<file path="config.mk">
export PLATFORM = sky130hd
export DESIGN_NAME = ldst_order_queue
export DESIGN_NICKNAME = d
export VERILOG_FILES = /design/src/rtl/ldst_pkg.sv /design/src/rtl/ldst_first_set.sv /design/src/rtl/ldst_tag_slots.sv /design/src/rtl/ldst_squash_check.sv /design/src/rtl/ldst_order_queue.sv
export SDC_FILE = /design/constraint.sdc
export NUM_CORES = 2
export LEC_CHECK = 0
export BUFFER_PORTS_ARGS = -buffer_cell sky130_fd_sc_hd__buf_2
export CAP_MARGIN = 20
export CORE_UTILIZATION = 45
export DETAILED_ROUTE_END_ITERATION = 6
export GPL_TIMING_DRIVEN = 1
export SETUP_SLACK_MARGIN = 0.05
export SYNTH_ARGS = -nofsm -noshare
export SYNTH_HDL_FRONTEND = slang
export SYNTH_SLANG_ARGS = --single-unit
</file>
<file path="constraint.sdc">
create_clock -name clk -period 4.4 [get_ports clk]
set_input_delay 0.22 -clock clk [delete_from_list [all_inputs] [get_ports clk]]
set_output_delay 0.22 -clock clk [all_outputs]
set_load 0.02 [all_outputs]
</file>
<file path="src/rtl/ldst_pkg.sv">
package ldst_pkg;
  localparam int TAG_W_DEF  = 5;
  localparam int ADDR_W_DEF = 16;
endpackage

</file>
<file path="src/rtl/ldst_first_set.sv">
module ldst_first_set #(
  parameter int N = 32,
  parameter int W = 5
) (
  input  logic [N-1:0] req,
  output logic         found,
  output logic [W-1:0] idx
);
  always_comb begin
    found = 1'b0;
    idx   = '0;
    for (int i = N - 1; i >= 0; i--) begin
      if (req[i]) begin
        found = 1'b1;
        idx   = W'(i);
      end
    end
  end
endmodule

</file>
<file path="src/rtl/ldst_tag_slots.sv">
module ldst_tag_slots #(
  parameter int TAG_W  = ldst_pkg::TAG_W_DEF,
  parameter int ADDR_W = ldst_pkg::ADDR_W_DEF,
  localparam int NTAG  = 1 << TAG_W
) (
  input  logic                       clk,
  input  logic                       rst_n,
  input  logic                       flush,
  input  logic                       wr_en,
  input  logic [TAG_W-1:0]           wr_tag,
  input  logic                       wr_store,
  input  logic [ADDR_W-1:0]          wr_addr,
  input  logic                       iss_fire,
  input  logic [TAG_W-1:0]           iss_tag,
  input  logic [NTAG-1:0]            open_tags,
  input  logic [NTAG-1:0]            wait_flags,
  output logic [NTAG-1:0]            elig,
  output logic [NTAG-1:0]            slot_store,
  output logic [NTAG-1:0]            ld_issued,
  output logic [NTAG-1:0][ADDR_W-1:0] slot_addr
);
  logic [NTAG-1:0] slot_v;

  always_ff @(posedge clk) begin
    if (!rst_n || flush) begin
      slot_v     <= '0;
      slot_store <= '0;
      ld_issued  <= '0;
    end else begin
      if (iss_fire) begin
        slot_v[iss_tag] <= 1'b0;
        if (!slot_store[iss_tag]) ld_issued[iss_tag] <= 1'b1;
      end
      if (wr_en) begin
        slot_v[wr_tag]     <= 1'b1;
        slot_store[wr_tag] <= wr_store;
        ld_issued[wr_tag]  <= 1'b0;
      end
    end
  end

  always_ff @(posedge clk) begin
    if (wr_en) slot_addr[wr_tag] <= wr_addr;
  end

  for (genvar g = 0; g < NTAG; g++) begin : g_elig
    localparam logic [NTAG-1:0] LOWER = (NTAG'(1) << g) - NTAG'(1);
    logic ordered;
    assign ordered = slot_store[g] | wait_flags[g];
    assign elig[g] = slot_v[g] &
                     (ordered ? ~|(open_tags & LOWER)
                              : ~|(slot_v & slot_store & LOWER));
  end

  AST_FIRE_OCCUPIED: assert property (@(posedge clk) disable iff (!rst_n)
    iss_fire |-> slot_v[iss_tag]);
endmodule

</file>
<file path="src/rtl/ldst_squash_check.sv">
module ldst_squash_check #(
  parameter int TAG_W  = ldst_pkg::TAG_W_DEF,
  parameter int ADDR_W = ldst_pkg::ADDR_W_DEF,
  localparam int NTAG  = 1 << TAG_W
) (
  input  logic                        chk,
  input  logic [TAG_W-1:0]            st_tag,
  input  logic [ADDR_W-1:0]           st_addr,
  input  logic [NTAG-1:0]             ld_issued,
  input  logic [NTAG-1:0][ADDR_W-1:0] slot_addr,
  output logic                        hit,
  output logic [TAG_W-1:0]            hit_tag
);
  logic [NTAG-1:0] viol;

  for (genvar g = 0; g < NTAG; g++) begin : g_cmp
    assign viol[g] = chk & ld_issued[g] & (TAG_W'(g) > st_tag) &
                     (slot_addr[g] == st_addr);
  end

  ldst_first_set #(.N(NTAG), .W(TAG_W)) u_pick (
    .req(viol), .found(hit), .idx(hit_tag)
  );
endmodule

</file>
<file path="src/rtl/ldst_order_queue.sv">
module ldst_order_queue #(
  parameter int TAG_W  = ldst_pkg::TAG_W_DEF,
  parameter int ADDR_W = ldst_pkg::ADDR_W_DEF
) (
  input  logic                    clk,
  input  logic                    rst_n,
  input  logic                    blk_start,
  input  logic [(1<<TAG_W)-1:0]   blk_mask,
  input  logic                    op_valid,
  output logic                    op_ready,
  input  logic [TAG_W-1:0]        op_tag,
  input  logic                    op_is_store,
  input  logic [ADDR_W-1:0]       op_addr,
  input  logic                    peer_done_valid,
  input  logic [TAG_W-1:0]        peer_done_tag,
  output logic                    arr_bcast_valid,
  output logic [TAG_W-1:0]        arr_bcast_tag,
  output logic                    iss_valid,
  input  logic                    iss_ready,
  output logic [TAG_W-1:0]        iss_tag,
  output logic                    iss_store,
  output logic [ADDR_W-1:0]       iss_addr,
  output logic                    commit,
  output logic                    squash_valid,
  output logic [TAG_W-1:0]        squash_tag
);
  localparam int NTAG = 1 << TAG_W;

  logic            active;
  logic [NTAG-1:0] mask_q, done_q, wait_q;
  logic [NTAG-1:0] open_tags, elig, slot_store, ld_issued;
  logic [NTAG-1:0][ADDR_W-1:0] slot_addr;
  logic            accept, tag_live, wr_en, iss_fire, commit_now;
  logic            hit, st_chk;
  logic [TAG_W-1:0] hit_tag;
  logic [NTAG-1:0] fire_vec, peer_vec;

  assign open_tags  = mask_q & ~done_q;
  assign op_ready   = active;
  assign accept     = op_valid & active;
  assign tag_live   = mask_q[op_tag] & ~done_q[op_tag];
  assign st_chk     = accept & tag_live & op_is_store;
  assign wr_en      = accept & tag_live & ~hit;
  assign iss_fire   = iss_valid & iss_ready;
  assign commit_now = active & ~|open_tags;
  assign fire_vec   = iss_fire ? (NTAG'(1) << iss_tag) : '0;
  assign peer_vec   = peer_done_valid ? (NTAG'(1) << peer_done_tag) : '0;

  always_ff @(posedge clk) begin
    if (!rst_n) begin
      active <= 1'b0;
      mask_q <= '0;
      done_q <= '0;
    end else if (!active) begin
      if (blk_start) begin
        active <= 1'b1;
        mask_q <= blk_mask;
        done_q <= '0;
      end
    end else if (commit_now) begin
      active <= 1'b0;
    end else if (hit) begin
      done_q <= '0;
    end else begin
      done_q <= done_q | fire_vec | peer_vec;
    end
  end

  always_ff @(posedge clk) begin
    if (!rst_n) begin
      wait_q          <= '0;
      commit          <= 1'b0;
      squash_valid    <= 1'b0;
      squash_tag      <= '0;
      arr_bcast_valid <= 1'b0;
      arr_bcast_tag   <= '0;
    end else begin
      if (commit_now)  wait_q <= '0;
      else if (hit)    wait_q[hit_tag] <= 1'b1;
      commit          <= commit_now;
      squash_valid    <= hit;
      squash_tag      <= hit_tag;
      arr_bcast_valid <= accept;
      arr_bcast_tag   <= op_tag;
    end
  end

  ldst_tag_slots #(.TAG_W(TAG_W), .ADDR_W(ADDR_W)) u_slots (
    .clk(clk), .rst_n(rst_n), .flush(hit | commit_now),
    .wr_en(wr_en), .wr_tag(op_tag), .wr_store(op_is_store), .wr_addr(op_addr),
    .iss_fire(iss_fire), .iss_tag(iss_tag),
    .open_tags(open_tags), .wait_flags(wait_q),
    .elig(elig), .slot_store(slot_store), .ld_issued(ld_issued),
    .slot_addr(slot_addr)
  );

  ldst_squash_check #(.TAG_W(TAG_W), .ADDR_W(ADDR_W)) u_squash (
    .chk(st_chk), .st_tag(op_tag), .st_addr(op_addr),
    .ld_issued(ld_issued), .slot_addr(slot_addr),
    .hit(hit), .hit_tag(hit_tag)
  );

  ldst_first_set #(.N(NTAG), .W(TAG_W)) u_issue_pick (
    .req(elig), .found(iss_valid), .idx(iss_tag)
  );

  assign iss_store = slot_store[iss_tag];
  assign iss_addr  = slot_addr[iss_tag];

  AST_BCAST_NEXT: assert property (@(posedge clk) disable iff (!rst_n)
    (op_valid && op_ready) |=> (arr_bcast_valid && arr_bcast_tag == $past(op_tag)));
  AST_STORE_ORDER: assert property (@(posedge clk) disable iff (!rst_n)
    (iss_valid && iss_store) |-> ((open_tags & ((NTAG'(1) << iss_tag) - NTAG'(1))) == '0));
  AST_SQUASH_EMPTY: assert property (@(posedge clk) disable iff (!rst_n)
    squash_valid |-> !iss_valid);
  AST_COMMIT_PULSE: assert property (@(posedge clk) disable iff (!rst_n)
    commit |=> !commit);
  AST_NO_BOTH: assert property (@(posedge clk) disable iff (!rst_n)
    !(commit && squash_valid));
  AST_IDLE_QUIET: assert property (@(posedge clk) disable iff (!rst_n)
    !op_ready |-> !iss_valid);
endmodule

</file>
# After elaboration in Yosys (flattened, before gate mapping)

Cells that the tools add are included.
Widths: inputs -> output; s select.

Word-level logic and storage cells: 625
Output and inout bits: 37
Register bits: 718
Bits of input ports: 65

Shift-type cells: 2
Bitwise operators: 182
Magnitude comparators: 38
Eq/ne operators: 33
Muxes and demuxes: 193
Reduce and logical (&&, ||, !) cells: 133

Operator list:

| cell                 | number |
|---|---|
| $bwmux 512           | 1 |
| $eq 16x16->1         | 32 |
| $mux 32              | 13 |
| $mux 5               | 64 |
| $or 32x32->32        | 5 |
| $and 1x1->1          | 134 |
| $mux 1               | 104 |
| $and 32x32->32       | 3 |
| $not 32->32          | 3 |
| $bmux 16 s5          | 1 |
| $demux 16 s5         | 1 |
| $gt 5x5->1 const A   | 16 |
| $logic_not 1->1      | 64 |
| $shl 1x5->32 const A | 2 |
| $reduce_or 31->1     | 2 |
| $reduce_or 30->1     | 2 |
| $reduce_or 29->1     | 2 |
| $reduce_or 28->1     | 2 |
| $reduce_or 27->1     | 2 |
| $reduce_or 26->1     | 2 |
| $reduce_or 25->1     | 2 |
| $reduce_or 24->1     | 2 |
| $reduce_or 23->1     | 2 |
| $reduce_or 22->1     | 2 |
| other kinds (39)     | 118 |

# Logic depth before layout (Yosys ltp)

Depth after elaboration: 48
Mapped depth: 19
Depth with buffers taken out: 14

# Hierarchy

Synthesis repeated with hierarchy kept, for this count alone.

Cell total of the unflattened synthesis: 3,048
Area total of the unflattened synthesis: 37,130.6 sq um

Modules (own cells, without submodules):

| module            | cells an instance | area an instance (sq um) | instances | seq. area each (sq um) |
|---|---|---|---|---|
| ldst_tag_slots    | 1,209             | 20,508.4                 | 1         | 17,296.6 |
| ldst_order_queue  | 893               | 9,511.6                  | 1         | 2,202.1 |
| ldst_squash_check | 816               | 6,369.9                  | 1         | 0.0 |
| ldst_first_set    | 65                | 370.4                    | 2         | 0.0 |

# Least setup slack after synthesis

No wires, ideal clock.

Path kind: register to output
Start point: reg u_slots.slot_v[0]
End point: out iss_addr[12]
Stages on the path, launching flop included: 19
Data arrival time: 4,432 ps
Path buffers: 5
Data required time: 4,180 ps
Setup slack: -252 ps
Path through: dfxtp_1 -> buf_6 -> a222oi_1 -> nand4_1 -> or3b_1 -> clkbuf_1 -> nor2_1 -> nor2b_1 -> a2111oi_1 -> o211ai_1 -> a2bb2oi_4 -> buf_2 -> o21ai_1 -> nor3_1 -> buf_2 -> buf_2 -> nand2_1 -> nand3_1 -> a2bb2oi_1

Cells in the longest elaborated chain, start to end: 39
Elaborated cells between the ends (all ways): 158
Classes of those cells: mux: 65; bitwise: 32; reduce/logical: 61

RTL lines:

| element                           | RTL line                | source |
|---|---|---|
| from (decl)                       | ldst_tag_slots.sv:22    | `logic [NTAG-1:0] slot_v;` |
| from (signal assigned)            | ldst_tag_slots.sv:26    | `slot_v <= '0;` |
| from (signal, indexed assignment) | ldst_tag_slots.sv:31    | `slot_v[iss_tag] <= 1'b0;` |
| from (signal, indexed assignment) | ldst_tag_slots.sv:35    | `slot_v[wr_tag] <= 1'b1;` |
| $and 31x31->31                    | n/a                     |  |
| $reduce_or 31->1                  | ldst_tag_slots.sv:52    | `: ~\|(slot_v & slot_store & LOWER));` |
| $logic_not 1->1                   | ldst_tag_slots.sv:52    |  |
| $mux 1                            | ldst_tag_slots.sv:51    | `(ordered ? ~\|(open_tags & LOWER)` |
| $and 1x1->1                       | ldst_tag_slots.sv:50    | `assign elig[g] = slot_v[g] &` |
| $mux 5 (31 in series)             | ldst_first_set.sv:13    | `if (req[i]) begin` |
| $mux 5 *                          | ldst_first_set.sv:13    |  |
| $bmux 16 s5 *                     | ldst_order_queue.sv:108 | `assign iss_addr = slot_addr[iss_tag];` |
| $mux 16 (implied by the code) *   | ldst_order_queue.sv:108 |  |
| to (decl)                         | ldst_order_queue.sv:22  | `output logic [ADDR_W-1:0] iss_addr,` |

Mark *: on every way between the ends. The rest lies on a longest branch, timed or not. The select of a mux whose other input is x is not followed.

# Worst setup path after layout

Start point: reg done_q[21]
End point: out iss_addr[1]

Cells in the longest elaborated chain, start to end: 40
Elaborated cells between the ends (all ways): 76
Classes of those cells: mux: 44; bitwise: 12; reduce/logical: 20

RTL lines:

| element                         | RTL line                | source |
|---|---|---|
| from (decl)                     | ldst_order_queue.sv:30  | `logic [NTAG-1:0] mask_q, done_q, wait_q;` |
| from (signal assigned)          | ldst_order_queue.sv:65  | `done_q <= done_q \| fire_vec \| peer_vec;` |
| $not 32->32 *                   | ldst_order_queue.sv:38  | `assign open_tags = mask_q & ~done_q;` |
| $and 32x32->32 *                | ldst_order_queue.sv:38  |  |
| $reduce_or 31->1                | ldst_tag_slots.sv:51    |  |
| $logic_not 1->1                 | ldst_tag_slots.sv:51    |  |
| $mux 1                          | ldst_tag_slots.sv:51    |  |
| $and 1x1->1                     | ldst_tag_slots.sv:50    |  |
| $mux 5 (9 in series)            | ldst_first_set.sv:13    |  |
| $mux 5 * (23 in series)         | ldst_first_set.sv:13    |  |
| $bmux 16 s5 *                   | ldst_order_queue.sv:108 |  |
| $mux 16 (implied by the code) * | ldst_order_queue.sv:108 |  |

Marks and branches as above.

==> run_results.csv <==
group,metric,value,unit
run_status,status,"finished, violations left",
run_status,violations,"DRC, setup timing",
cells_and_area,layout.cells.non_filler,5700,
critical_path,slowest_stage,"or4_4",
power_and_ir_drop,power_per_cell_area,308,nW/um^2
power_and_ir_drop,power.leakage,0.0197,uW
floorplanning,die_area,85600,um^2
clock_network,clk_latency,0.68,ns
cells_and_area,drive_gt1_share,30.2,%
timing,period_share,123,%
critical_path,reg2reg_slack,-0.11,ns
critical_path,critPathMaxFanout,10,
clock_network,cts_buffers,81,
place,hpwl,133000,um
timing,whs,0.0317,ns
timing,finalSetupViolations,36,
cells_and_area,fillCellCount,6844,
detailed_routing,firstDrtPassIters,7,
critical_path,cp-end-kind,"primary output",
min_path,hp-class,"primary input to flop",
critical_path,required,4.18,ns
synth,postSynthAreaPerCell,10.5,um^2
critical_path,r2r_start,"done_q[21]",
synth,synth_edf_count,512,
synth,async_reset_ff_share,0,%
synth,yosys_warnings,0,
global_routing,track_usage,39.9,%
global_routing,grt_max_degree,42,
synth,seq_area_frac_synth,51.2,%
timing,rsz0062_at_grt,"yes",
synth,ys.flop_type,"edfxtp_1",
global_routing,grt-ovfl-total,0,
power_and_ir_drop,seqPwrFrac,45.2,%
floorplanning,initial_core_util,45.4,%
cells_and_area,final-seq-area,19500,um^2
synth,yosysUniqueCellTypes,93,
timing,maxSlewViolCount,0,
detailed_routing,routedWlPerCell,30.6,um
floorplanning,die_y,293,um
synth,ys_ff_latch,716,
critical_path,crit_type,"flop to primary output",
cells_and_area,area.growth.synth_to_final,37.1,%
critical_path,critPathMostFrequentCell,"buf_4",
clock_network,numClockSinks,716,
power_and_ir_drop,p_sw_share,25.5,%
timing,min_period,5.41,ns
clock_network,cts.path.max_buffers,3,
critical_path,slowest_delay,0.57,ns
place,port_buffers,101,
floorplanning,num_rows,106,
detailed_routing,remaining_drc_errors,5,
floorplanning,core-area,83700,um^2
place,placed_cells_incl_taps,5407,
detailed_routing,vias,35832,
clock_network,cts_max_level,3,
timing,slew-limit-headroom,37.9,%
detailed_routing,viasPerCell,6.29,
power_and_ir_drop,p_clk_share,43.5,%
timing,hold_viol_final,0,
clock_network,cts_tree,"yes",
power_and_ir_drop,comb_power_share,11.3,%
critical_path,crit_chain,"nor2b_4 -> or4_4 -> or4_4 -> buf_4 -> o31ai_4 -> a2111oi_4 -> o211ai_1 -> buf_4 -> o2bb2ai_4 -> buf_12 -> buf_16 -> mux2i_4 -> o21ai_1 -> a2111oi_4 -> buf_4 -> and3_1 -> a22oi_2 -> buf_6",
synth,syn_nets,3670,
critical_path,r2r_end,"u_slots.ld_issued[9]",
critical_path,critPathArrivalTime,5.19,ns
detailed_routing,drtIter0Drc,4797,
power_and_ir_drop,power.internal,12000,uW
run,drv_cap,0,
synth,synth_cells,3605,
place,routabilityCongestion,1.08,
cells_and_area,finalNetCount,4566,
floorplanning,pin_count,102,
timing,fin_worst_skew,0.0336,ns
clock_network,clockRootBuffer,"clkbuf_16",
timing,setup_slack,-1.01,ns
detailed_routing,ant_nets,0,
timing,timing.fmax,185,MHz
power_and_ir_drop,p_switching,4100,uW
floorplanning,die_width,293,um
global_routing,antenna_found_initial,4,
power_and_ir_drop,vdd_drop_max,329,uV
cells_and_area,multi_input_area,19100,um^2
critical_path,reg2reg_depth,19,
critical_path,startpoint,"done_q[21]",
global_routing,grt_pass1_vias,34003,
critical_path,startpoint_type,"flop",
clock_network,clk_pin_slew,0.06,ns
critical_path,crit_end,"iss_addr[1]",
synth,syn-cell-area,38000,um^2
global_routing,grt_pass1_wl,244000,um
timing,worst_slew_pin_slew,0.922,ns
detailed_routing,postRouteWirelength,175000,um
[cell families (layout without fill, tap and decap cells)]
kind of cell | Yosys count | count (layout) | synth area share (%)
and+or+nand+nor | 1231 | 1231 | 16.8
AOI/OAI and AO/OA | 739 | 739 | 13.1
DFF | 716 | 716 | 51.2
xor gates and xnor gates | 496 | 496 | 11.4
buffers and inverters | 274 | 1234 | 3.05
muxes | 149 | 149 | 4.37
other | 0 | 1 | 0
[registers in the layout, indices dropped and copies added (netlist names)]
| signal | cells |
|---|---|
| squash_valid | 1 |
| u_slots.slot_addr | 512 |
| wait_q | 31 |
| done_q | 32 |
| arr_bcast_valid | 1 |
| u_slots.ld_issued | 31 |
| op_ready | 1 |
| arr_bcast_tag | 5 |
| u_slots.slot_v | 32 |
| u_slots.slot_store | 32 |
| squash_tag | 5 |
| mask_q | 32 |
| commit | 1 |
[repair_timing]
action	CTS	global route
hold buffers	40	0
buffers inserted	76	33
cloned	7	1
hold endpoints to repair	62	0
setup endpoints to repair	356	571
pin swaps	70	64
resized for setup	305	140
[placed cells by master, fill, tap and decap left out, types with 90 or more instances in the layout]
| master | netlist | layout |
|---|---|---|
| dfxtp_1 | 204 | 198 |
| mux2i_1 | 131 | 102 |
| buf_4 | 1 | 740 |
| nand4_1 | 91 | 91 |
| nand3_1 | 117 | 105 |
| xnor2_1 | 195 | 195 |
| nor4_1 | 113 | 106 |
| a21oi_1 | 182 | 175 |
| edfxtp_1 | 512 | 512 |
| nor2_1 | 184 | 182 |
| nand2_1 | 368 | 363 |
| buf_12 | 0 | 90 |
| o21ai_0 | 146 | 111 |
| xor2_1 | 301 | 301 |
[worst min-delay path by stage]
stage | from | end | slack [ns] | depth (start not counted)
2_1_floorplan | op_addr[0] | u_slots.slot_addr[0] | 0.32 | 0
3_3_place_gp | wait_q[26] | wait_q[26] | 0.43 | 2
3_5_place_dp | mask_q[13] | mask_q[13] | 0.44 | 2
4_1_cts | op_addr[11] | u_slots.slot_addr[267] | 0.003 | 1
5_1_grt | op_addr[4] | u_slots.slot_addr[100] | 0.01 | 1
6_report | op_addr[11] | u_slots.slot_addr[267] | 0.03 | 1
[Yosys cell counts (60+ instances only)]
master	instances	area (um^2)
nand3_1	117	586
a22oi_1	60	450
nor3_1	68	340
xor2_1	301	2640
mux2i_1	131	1310
nor2_1	184	691
a21oi_1	182	911
dfxtp_1	204	4080
clkbuf_1	121	454
edfxtp_1	512	15400
o21ai_0	146	731
nand2_1	368	1380
xnor2_1	195	1710
nand4_1	91	569
inv_1	65	244
nor4_1	113	707
[per-stage QoR]
stage	power [uW]	TNS (ns)	setup WS (ns)	util, %	instance area, um^2
after floorplan	8130	-0.206	-0.0420	-	38200
after global placement	8940	-47.36	-1.66	55.1	46100
after detailed placement	8940	-56.34	-1.35	55.1	46100
after CTS	16000	-14.96	-0.924	61.3	51300
after global routing	16400	-23.22	-1.13	62.3	52100
final	16100	-17.02	-1.01	62.3	52100
[power groups by stage]
| stage | clock [uW] | combinational (uW) | sequential [uW] |
|---|---|---|---|
| after floorplan | 0 | 727 | 7400 |
| final | 6990 | 1810 | 7260 |
| after detailed placement | 0 | 1540 | 7400 |
| after CTS | 7010 | 1710 | 7260 |
| after global placement | 0 | 1540 | 7400 |
| after global routing | 7280 | 1860 | 7260 |
[cell type report]
class | count | area share (%)
Sequential cell | 716 | 37.4
Multi-Input combinational cell | 2615 | 36.6
Clock buffer | 103 | 4.17
Antenna cell | 1 | 0.00480
Inverter | 68 | 0.538
Tap cell | 1134 | 2.72
Clock inverter | 44 | 0.987
Timing Repair Buffer | 1019 | 17.7
[critical path: cells and delay by family, from the launching register on]
family          cells  cell delay [ns]
compound gates      7             1.40
mux                 1             0.30
flops               1             0.38
buf+inv             6             1.10
simple gates        4             1.32
[layer usage]
| metal | GRT usage (%) | routed length (um) | part of all wire, % |
|---|---|---|---|
| met5 | 0 | 30 | 0.017 |
| met4 | 26.4 | 13800 | 7.9 |
| met3 | 6.60 | 17100 | 9.8 |
| met2 | 62.5 | 77800 | 45 |
| met1 | 51.0 | 65900 | 38 |
(Power assumes the default switching activity.)
